### config.mk
export PLATFORM = sky130hd
export DESIGN_NAME = pod_modulator
export DESIGN_NICKNAME = d
export VERILOG_FILES = /design/src/rtl/pod_pkg.sv /design/src/rtl/pod_carrier.sv /design/src/rtl/pod_ref.sv /design/src/rtl/pod_compare.sv /design/src/rtl/pod_gate_ctrl.sv /design/src/rtl/pod_modulator.sv
export SDC_FILE = /design/constraint.sdc
export NUM_CORES = 1
export LEC_CHECK = 0
export CELL_PAD_IN_SITES_DETAIL_PLACEMENT = 2
export CELL_PAD_IN_SITES_GLOBAL_PLACEMENT = 2
export CORE_MARGIN = 1.5
export CORE_UTILIZATION = 39
export CTS_CLUSTER_DIAMETER = 40
export DETAILED_ROUTE_END_ITERATION = 6
export GPL_ROUTABILITY_DRIVEN = 0
export PLACE_DENSITY = 0.94
export SKIP_LAST_GASP = 1
export SYNTH_ARGS = -nofsm -noshare
export SYNTH_HDL_FRONTEND = slang
export SYNTH_SLANG_ARGS = --single-unit
### constraint.sdc
create_clock -name clk_i -period 9.9 [get_ports clk_i]
set_clock_uncertainty 0.15 [all_clocks]
set_input_delay 1.98 -clock clk_i [delete_from_list [all_inputs] [get_ports clk_i]]
set_output_delay 1.98 -clock clk_i [all_outputs]
set_load 0.005 [all_outputs]
### src/rtl/pod_pkg.sv
package pod_pkg;
  localparam int NUM_BANDS = 5;
  localparam int GATE_W    = 7;
  localparam int LVL_W     = 4;

  typedef logic signed [LVL_W-1:0] lvl_t;
  typedef enum logic {ST_RUN, ST_DEAD} gate_st_e;

  // Level +k -> Sk and S7; level -k -> S(6-k) and S6; zero -> all off
  function automatic logic [GATE_W-1:0] lvl_to_gates(lvl_t l);
    logic [GATE_W-1:0] g;
    int k;
    g = '0;
    k = int'(l);
    if (k > 0) begin
      g[6]   = 1'b1;
      g[k-1] = 1'b1;
    end else if (k < 0) begin
      g[5]   = 1'b1;
      g[5+k] = 1'b1;
    end
    return g;
  endfunction
endpackage

### src/rtl/pod_carrier.sv
module pod_carrier #(
  parameter int CNT_W = 6
) (
  input  logic             clk_i,
  input  logic             rst_ni,
  input  logic [CNT_W-1:0] top_i,
  output logic [CNT_W-1:0] cnt_o
);
  logic up_q;

  always_ff @(posedge clk_i or negedge rst_ni) begin
    if (!rst_ni) begin
      cnt_o <= '0;
      up_q  <= 1'b1;
    end else if (up_q) begin
      if (cnt_o >= top_i) begin
        up_q <= 1'b0;
        if (cnt_o != '0) cnt_o <= cnt_o - 1'b1;
      end else begin
        cnt_o <= cnt_o + 1'b1;
      end
    end else begin
      if (cnt_o == '0) begin
        up_q <= 1'b1;
        if (top_i != '0) cnt_o <= cnt_o + 1'b1;
      end else begin
        cnt_o <= cnt_o - 1'b1;
      end
    end
  end
endmodule

### src/rtl/pod_ref.sv
module pod_ref #(
  parameter int PHASE_W = 16,
  parameter int AMP_W   = 10,
  parameter int REF_W   = 12
) (
  input  logic                    clk_i,
  input  logic                    rst_ni,
  input  logic [PHASE_W-1:0]      step_i,
  input  logic [AMP_W-1:0]        amp_i,
  output logic signed [REF_W-1:0] ref_o
);
  localparam int SIN_W = 8;
  localparam int PROD_W = AMP_W + SIN_W;

  logic [PHASE_W-1:0] phase_q;
  logic [1:0]         quad;
  logic [3:0]         idx, qidx;
  logic [SIN_W-1:0]   sin_v;
  logic [PROD_W-1:0]  prod;
  logic [AMP_W-1:0]   mag;
  logic signed [REF_W-1:0] mag_s;

  // Quarter sine sampled at half-step offsets, peak 255
  function automatic logic [SIN_W-1:0] qsin(logic [3:0] i);
    case (i)
      4'd0:  qsin = 8'd13;
      4'd1:  qsin = 8'd37;
      4'd2:  qsin = 8'd62;
      4'd3:  qsin = 8'd86;
      4'd4:  qsin = 8'd109;
      4'd5:  qsin = 8'd131;
      4'd6:  qsin = 8'd152;
      4'd7:  qsin = 8'd171;
      4'd8:  qsin = 8'd189;
      4'd9:  qsin = 8'd205;
      4'd10: qsin = 8'd219;
      4'd11: qsin = 8'd230;
      4'd12: qsin = 8'd240;
      4'd13: qsin = 8'd247;
      4'd14: qsin = 8'd252;
      default: qsin = 8'd255;
    endcase
  endfunction

  always_comb begin
    quad  = phase_q[PHASE_W-1 -: 2];
    idx   = phase_q[PHASE_W-3 -: 4];
    qidx  = quad[0] ? (4'd15 - idx) : idx;
    sin_v = qsin(qidx);
    prod  = {{AMP_W{1'b0}}, sin_v} * {{SIN_W{1'b0}}, amp_i};
    mag   = prod[PROD_W-1:SIN_W];
    mag_s = $signed({{(REF_W-AMP_W){1'b0}}, mag});
  end

  always_ff @(posedge clk_i or negedge rst_ni) begin
    if (!rst_ni) begin
      phase_q <= '0;
      ref_o   <= '0;
    end else begin
      phase_q <= phase_q + step_i;
      ref_o   <= quad[1] ? -mag_s : mag_s;
    end
  end
endmodule

### src/rtl/pod_compare.sv
module pod_compare
  import pod_pkg::*;
#(
  parameter int CNT_W = 6,
  parameter int REF_W = 12
) (
  input  logic                    clk_i,
  input  logic                    rst_ni,
  input  logic [CNT_W-1:0]        cnt_i,
  input  logic [CNT_W-1:0]        top_i,
  input  logic signed [REF_W-1:0] ref_i,
  output lvl_t                    lvl_o
);
  localparam int PAD = REF_W - CNT_W;
  localparam logic signed [REF_W-1:0] ONE = 1;

  logic signed [REF_W-1:0] top_s, cnt_s, h_s;
  logic [NUM_BANDS-1:0] above, not_above;
  logic [3:0] up_n, lo_n;
  logic signed [4:0] diff;
  lvl_t lvl_d;

  assign top_s = $signed({{PAD{1'b0}}, top_i});
  assign cnt_s = $signed({{PAD{1'b0}}, cnt_i});
  assign h_s   = top_s + ONE;

  for (genvar j = 0; j < NUM_BANDS; j++) begin : g_band
    localparam logic signed [REF_W-1:0] JS = j;
    logic signed [REF_W-1:0] up_v, lo_v;
    assign up_v = h_s * JS + cnt_s;
    assign lo_v = top_s - cnt_s - h_s * (JS + ONE);
    assign above[j]     = ref_i > up_v;
    assign not_above[j] = ref_i <= lo_v;
  end

  always_comb begin
    up_n = '0;
    lo_n = '0;
    for (int j = 0; j < NUM_BANDS; j++) begin
      up_n = up_n + 4'(above[j]);
      lo_n = lo_n + 4'(not_above[j]);
    end
    diff = $signed({1'b0, up_n}) - $signed({1'b0, lo_n});
    if (diff > 5'sd5)       lvl_d = 4'sd5;
    else if (diff < -5'sd5) lvl_d = -4'sd5;
    else                    lvl_d = diff[3:0];
  end

  always_ff @(posedge clk_i or negedge rst_ni) begin
    if (!rst_ni) lvl_o <= '0;
    else         lvl_o <= lvl_d;
  end
endmodule

### src/rtl/pod_gate_ctrl.sv
module pod_gate_ctrl
  import pod_pkg::*;
#(
  parameter int DEAD_W = 4
) (
  input  logic              clk_i,
  input  logic              rst_ni,
  input  logic              en_i,
  input  logic [DEAD_W-1:0] dead_i,
  input  lvl_t              target_i,
  output logic [GATE_W-1:0] gates_o,
  output lvl_t              lvl_o
);
  gate_st_e          st_q;
  logic [DEAD_W-1:0] cnt_q;

  always_ff @(posedge clk_i or negedge rst_ni) begin
    if (!rst_ni) begin
      st_q    <= ST_RUN;
      cnt_q   <= '0;
      gates_o <= '0;
      lvl_o   <= '0;
    end else if (!en_i) begin
      st_q    <= ST_RUN;
      cnt_q   <= '0;
      gates_o <= '0;
      lvl_o   <= '0;
    end else begin
      case (st_q)
        ST_RUN: begin
          if (target_i != lvl_o) begin
            if (dead_i == '0) begin
              lvl_o   <= target_i;
              gates_o <= lvl_to_gates(target_i);
            end else begin
              st_q    <= ST_DEAD;
              cnt_q   <= dead_i - 1'b1;
              gates_o <= '0;
            end
          end
        end
        default: begin
          if (cnt_q == '0) begin
            st_q    <= ST_RUN;
            lvl_o   <= target_i;
            gates_o <= lvl_to_gates(target_i);
          end else begin
            cnt_q <= cnt_q - 1'b1;
          end
        end
      endcase
    end
  end
endmodule

### src/rtl/pod_modulator.sv
module pod_modulator
  import pod_pkg::*;
#(
  parameter int PHASE_W = 16,
  parameter int AMP_W   = 10,
  parameter int CNT_W   = 6,
  parameter int DEAD_W  = 4
) (
  input  logic               clk_i,
  input  logic               rst_ni,
  input  logic               en_i,
  input  logic [AMP_W-1:0]   amp_i,
  input  logic [PHASE_W-1:0] step_i,
  input  logic [CNT_W-1:0]   top_i,
  input  logic [DEAD_W-1:0]  dead_i,
  output logic [6:0]         gates_o,
  output logic [3:0]         level_o
);
  localparam int REF_W = ((AMP_W > CNT_W + 3) ? AMP_W : CNT_W + 3) + 2;

  logic [CNT_W-1:0]        car_cnt;
  logic signed [REF_W-1:0] ref_val;
  lvl_t                    raw_lvl, app_lvl;

  pod_carrier #(.CNT_W(CNT_W)) u_carrier (
    .clk_i (clk_i),
    .rst_ni(rst_ni),
    .top_i (top_i),
    .cnt_o (car_cnt)
  );

  pod_ref #(.PHASE_W(PHASE_W), .AMP_W(AMP_W), .REF_W(REF_W)) u_ref (
    .clk_i (clk_i),
    .rst_ni(rst_ni),
    .step_i(step_i),
    .amp_i (amp_i),
    .ref_o (ref_val)
  );

  pod_compare #(.CNT_W(CNT_W), .REF_W(REF_W)) u_cmp (
    .clk_i (clk_i),
    .rst_ni(rst_ni),
    .cnt_i (car_cnt),
    .top_i (top_i),
    .ref_i (ref_val),
    .lvl_o (raw_lvl)
  );

  pod_gate_ctrl #(.DEAD_W(DEAD_W)) u_gate (
    .clk_i   (clk_i),
    .rst_ni  (rst_ni),
    .en_i    (en_i),
    .dead_i  (dead_i),
    .target_i(raw_lvl),
    .gates_o (gates_o),
    .lvl_o   (app_lvl)
  );

  assign level_o = app_lvl;
endmodule

==> results of run 1 <==
what timing repair did:
action | in CTS | in global routing
resized for setup | 18 | 25
cloned | 0 | 0
setup endpoints to repair | 4 | 4
buffers inserted | 0 | 4
pin swaps | 4 | 10
cells in the final DEF (no fill, tap or decap), types with 44 or more instances in the layout:
| master | count |
|---|---|
| nand2b_1 | 44 |
| nor2_1 | 91 |
| dfrtp_1 | 54 |
| nor2b_1 | 47 |
| clkdlybuf4s50_1 | 46 |
| fa_1 | 66 |
| xnor2_1 | 63 |
| a21oi_1 | 92 |
| inv_1 | 183 |
| buf_4 | 50 |
| ha_1 | 258 |
| o21ai_0 | 76 |
| nand2_1 | 113 |
final cells by class:
type / instances / share of cell area [%]
clock inverter: 2 / 0.1461
inverter: 189 / 5.197
sequential: 55 / 10.06
timing repair buffer: 99 / 6.321
multi-input combinational: 1204 / 73.65
clock buffer: 6 / 1.014
tap: 396 / 3.617
synth_stat cells, types with 10 or more instances:
cell and number:
nand4_1 18, nand2_1 113, inv_1 187, fa_1 69, nor4_1 10, nor3_1 19, a21o_1 11, xnor2_1 65
o21a_1 28, clkbuf_1 15, a21oi_1 95, and2_1 33, ha_1 262, dfrtp_1 54, nor2_1 93, o21ai_0 88
nand2b_1 44, nor2b_1 48, nand3_1 35, mux2i_1 18, xor2_1 35
critical path, delay by kind of cell:
family | cells | cell delay, ns
adders and majority gates | 10 | 3.74
and+or+nand+nor | 5 | 0.91
AOI/OAI and AO/OA | 6 | 1.20
xor gates and xnor gates | 3 | 0.91
buffers and inverters | 6 | 1.22
flip-flops by register name (all words and copies together), names as in the netlist:
signal,flops
u_gate.cnt_q,4
u_gate.st_q,1
u_ref.ref_o,12
u_gate.lvl_o,4
u_gate.gates_o,7
u_carrier.cnt_o,6
u_carrier.up_q,1
u_ref.phase_q,16
u_cmp.lvl_o,4
metrics by stage:
stage	area [µm²]	std cells	utilization (%)	setup WS, ns	setup TNS, ns
floorplan	12150	1470	-	0.03722	0
global placement	13380	1939	43.73	-0.1873	-0.3928
detailed placement	13380	1939	43.73	-0.8818	-3.251
CTS	13570	1947	44.37	0.008158	0
global route	13700	1951	44.78	-0.1571	-0.4225
finish	13700	1951	44.78	-0.02482	-0.04872
logic make-up (layout without fill, tap and decap cells):
| group | after synthesis | after routing | synth area share [%] |
|---|---|---|---|
| AO/OA/AOI/OAI | 306 | 306 | 15.97 |
| XOR/XNOR | 100 | 100 | 7.214 |
| adder cells (fa/ha/maj) | 332 | 332 | 38.46 |
| buffers and inverters | 211 | 296 | 6.636 |
| flip-flops | 55 | 55 | 11.35 |
| multiplexers | 21 | 21 | 1.948 |
| AND/OR/NAND/NOR | 445 | 445 | 18.43 |
path summary, 6_finish.rpt:
path	from	to	slack [ns]	cells after the start
worst max-delay path	top_i[3]	u_cmp.lvl_o[2]	-0.02	30
worst min-delay path	u_ref.phase_q[0]	u_ref.phase_q[0]	0.34	1
worst max register to register	u_ref.phase_q[14]	u_ref.ref_o[9]	0.92	23
worst min register to register	u_ref.phase_q[0]	u_ref.phase_q[0]	0.34	1
max in group asynchronous	rst_ni	u_ref.ref_o[0]	7.40	2
min in group asynchronous	rst_ni	u_ref.phase_q[6]	1.65	2
metal layers:
| layer | share of wire, % | vias up | GRT usage (%) | wire length [µm] |
|---|---|---|---|---|
| li1 | - | 5210 | - | - |
| met1 | 36 | 6117 | 33.48 | 20230 |
| met2 | 52 | 542 | 62.77 | 29380 |
| met3 | 4.6 | 303 | 3.687 | 2596 |
| met4 | 8.2 | 0 | 23.67 | 4659 |
| met5 | 0 | - | 0 | 0 |
==> results.cfg, run 1 <==
[global_routing]
grt-ovfl-total = 0
grt_pass1_vias = 14230
grt_use_total_pct = 33.10
grt_max_degree = 56
grt_first_pass_wirelength_um = 83120
antenna_found_initial = 0

[setup_path]
cpMaxStageDelayCell = clkdlybuf4s50_1
cp_slowest_stage_delay_ns = 0.52
crit_fanout = 7
cp.required_ns = 9.96
critPathKind = input pin to flip-flop
critical_path.endpoint_type = flip-flop
start_kind = input pin
cpMostUsedCell = ha_1
arrival_ns = 9.98

[detailed_routing]
drc_errors = 0
drtAntennaViolNets = 0
routed_wl_um = 56870
vias_per_cell = 6.239
drt-initial-drc-count = 776
avgRoutedWirePerCell_um = 29.15
drt-pass1-iter-count = 7
dr_total_vias = 12170

[synthesis]
async_flop_share_pct = 100.0
yosys_warnings = 0
syn_area_per_cell_um2 = 8.260
synth_area_leader_cell = ha_1
synth_top_area_share_pct = 27.00
synthCells = 1470
netlist_area_um2 = 12140
syn_nets = 1840
seq_area_frac_synth_pct = 11.35
ys_top_cells_by_area = ha_1 27%, fa_1 11%, dfrtp_1 11%
synth_ff_type = dfrtp_1
synth_seq_cells = 55
yosysUniqueCellTypes = 73
synth_edf_count = 0

[floorplan]
die-area_um2 = 32200
dieHeight_um = 179.4
io_pins = 50
start_util_pct = 39.69
core_um2 = 30590
fp-row-count = 64
die_w_um = 179.4

[clock_tree]
path_clk_slew_ns = 0.08
clk_latency_ns = 0.34
cts_buffer_depth = 2
htreeDepth = 2
cts_num_sinks = 55
ctsHoldBuffers = 0
cts-root-buf = clkbuf_16
numCtsBuffers = 5
cts_tree = done

[cells_and_area]
register_area_um2 = 1378
drive_above_1_share_pct = 6.624
syn_to_final_growth_pct = 12.82
nFillCells = 3371
multi_input_area_um2 = 10090
diodes = 0
final_nets = 1924

[timing]
drv_slew = 0
worst_slack_ns = -0.02482
maxSlewHeadroom_pct = 30.62
hold_ws_ns = 0.3374
fin_crit_sh_pct = 100.3
timing.fmax_ghz = 0.1008
worst_pin_slew_ns = 1.026
finalSetupViolations = 2
hold_violations = 0
finalWorstPathRequiredPeriod_ns = 9.925

[status]
violations = setup timing
status = finished with violations

[job]
cap_violations = 0

[place]
io_buffers = 49
dp_hpwl_um = 41860

[min_path]
worstHoldPathType = flip-flop to flip-flop
Power of run 1 is not shown: default switching activity piles up to over one toggle a cycle in this logic, so the estimate is an artifact.
==> run 2: changes to the inputs <==
- ABC_AREA: not set -> 1
- CORE_UTILIZATION: 39 -> 38
- SLEW_MARGIN: not set -> 20
==> results.cfg, run 2 <==
[detailed_routing]
drtAntennaViolNets = 0
drc_errors = 0
routed_wl_um = 51200
dr_total_vias = 11860
drt-initial-drc-count = 385
avgRoutedWirePerCell_um = 24.77
vias_per_cell = 5.739
drt-pass1-iter-count = 5

[setup_path]
critical_path.endpoint_type = flip-flop
r2r-end = u_cmp.lvl_o[1]
cpMaxStageDelayCell = fa_1
startpoint = top_i[4]
critPathKind = input pin to flip-flop
cp.required_ns = 9.99
crit_fanout = 5
reg2regPathDepth = 38
arrival_ns = 9.90
r2r_setup_slack_ns = 1.10
cp_slowest_stage_delay_ns = 0.54
r2r-start = u_carrier.cnt_o[2]
start_kind = input pin
endpoint = u_cmp.lvl_o[1]

[global_routing]
grt_use_total_pct = 29.98
antenna_found_initial = 0
grt_max_degree = 56
grt_first_pass_wirelength_um = 76290
grt_pass1_vias = 13970
grt-ovfl-total = 0

[cells_and_area]
nFillCells = 3546
multi_input_area_um2 = 9587
stdcell_count = 2067
syn_to_final_growth_pct = 13.79
final_cell_mix = 268 x inv_1, 266 x nand2_1, 255 x ha_1
reg.largest.list = u_ref.phase_q: 16 flops, u_ref.ref_o: 12 flops, u_gate.gates_o: 7 flops
regMostFlops = u_ref.phase_q
largest_register_ffs = 16
final_common_cell = inv_1
fin_util_pct = 44.00
register_area_um2 = 1378
final_nets = 2040
diodes = 0
drive_above_1_share_pct = 7.121

[timing]
hold_ws_ns = 0.3310
hold_violations = 0
finalWorstPathRequiredPeriod_ns = 9.818
worst_pin_slew_ns = 1.119
drv_slew = 0
finalSetupViolations = 0
fin_crit_sh_pct = 99.17
worst_slack_ns = 0.08174
maxSlewHeadroom_pct = 25.07
timing.fmax_ghz = 0.1019

[clock_tree]
cts_buffer_depth = 2
numCtsBuffers = 5
cts_tree = done
clk_latency_ns = 0.33
cts-root-buf = clkbuf_16
htreeDepth = 2
cts_num_sinks = 55
path_clk_slew_ns = 0.09

[floorplan]
die_w_um = 179.7
core_um2 = 30670
start_util_pct = 38.67
die-area_um2 = 32280
io_pins = 50
fp-row-count = 64
dieHeight_um = 179.7

[synthesis]
syn_area_per_cell_um2 = 7.525
yosysMostFrequentCell = inv_1
async_flop_share_pct = 100.0
yosys_warnings = 0
synth_common_cells = 273 x inv_1, 267 x nand2_1, 262 x ha_1
syn_nets = 1946
synth_seq_cells = 55
synth_edf_count = 0
netlist_area_um2 = 11860
synth_area_leader_cell = ha_1
synth_ff_type = dfrtp_1
synth_top_area_share_pct = 27.64
ys_top_cells_by_area = ha_1 28%, fa_1 12%, dfrtp_1 11%
yosysUniqueCellTypes = 50
seq_area_frac_synth_pct = 11.62
synthCells = 1576

[min_path]
worstHoldPathType = flip-flop to flip-flop

[place]
dp_hpwl_um = 40770
place_ws_ns = -0.5846
dp.cells = 2045
io_buffers = 49

[status]
status = completed

[job]
cap_violations = 0
-- run 2: final cells by class --
cell class                 instances  area share (%)
sequential                        55           10.21
timing repair buffer              94           6.175
clock buffer                       5          0.9271
multi-input combinational       1237           71.04
tap                              396           3.671
clock inverter                     3          0.2503
inverter                         277           7.732
-- run 2: logic make-up (layout without fill, tap and decap cells) --
| kind of cell | count (synthesis) | in the layout | share of synthesized area [%] |
|---|---|---|---|
| AND/OR/NAND/NOR | 508 | 508 | 18.42 |
| buffers and inverters | 284 | 379 | 9.052 |
| AO/OA/AOI/OAI | 289 | 289 | 13.58 |
| flip-flops | 55 | 55 | 11.62 |
| adder cells (fa/ha/maj) | 331 | 331 | 39.29 |
| XOR/XNOR | 109 | 109 | 8.049 |
-- run 2: through the flow --
step           cell area, µm²  TNS, ns
3_5_place_dp            13040   -1.697
5_1_grt                 13500  -0.4105
3_3_place_gp            13040        0
2_1_floorplan           11860        0
4_1_cts                 13290        0
6_report                13500        0
-- run 2: worst max-delay path, delay by kind of cell --
family	cells	cell delay, ns
xor gates and xnor gates	2	0.33
adders and majority gates	11	4.26
AOI/OAI and AO/OA	10	1.53
and+or+nand+nor	5	0.52
buffers and inverters	8	1.26
-- run 2: per-layer routing --
metal	track usage, %	part of all wire [%]
met1	31.41	37
met2	57.23	54
met3	3.160	2.7
met4	18.07	6.8
met5	0	0
-- run 2: worst min-delay path by stage --
| stage | from | end | slack (ns) | cells after the start |
|---|---|---|---|---|
| final | u_ref.phase_q[0] | u_ref.phase_q[0] | 0.33 | 1 |
| after global routing | u_ref.phase_q[0] | u_ref.phase_q[0] | 0.38 | 1 |
| after CTS | u_ref.phase_q[0] | u_ref.phase_q[0] | 0.33 | 1 |
| after detailed placement | u_ref.phase_q[0] | u_ref.phase_q[0] | 0.31 | 1 |
| after global placement | u_ref.phase_q[0] | u_ref.phase_q[0] | 0.30 | 1 |
| after floorplan | u_ref.phase_q[0] | u_ref.phase_q[0] | 0.29 | 1 |
-- run 2: repair_timing --
item                                    4_1_cts  5_1_grt
pin swaps                                     9       16
hold buffers                                  0        0
setup buffers                                 7        7
resized for setup                             7       40
endpoints found under the setup margin        3        3
Power of run 2 is left out for the same reason.
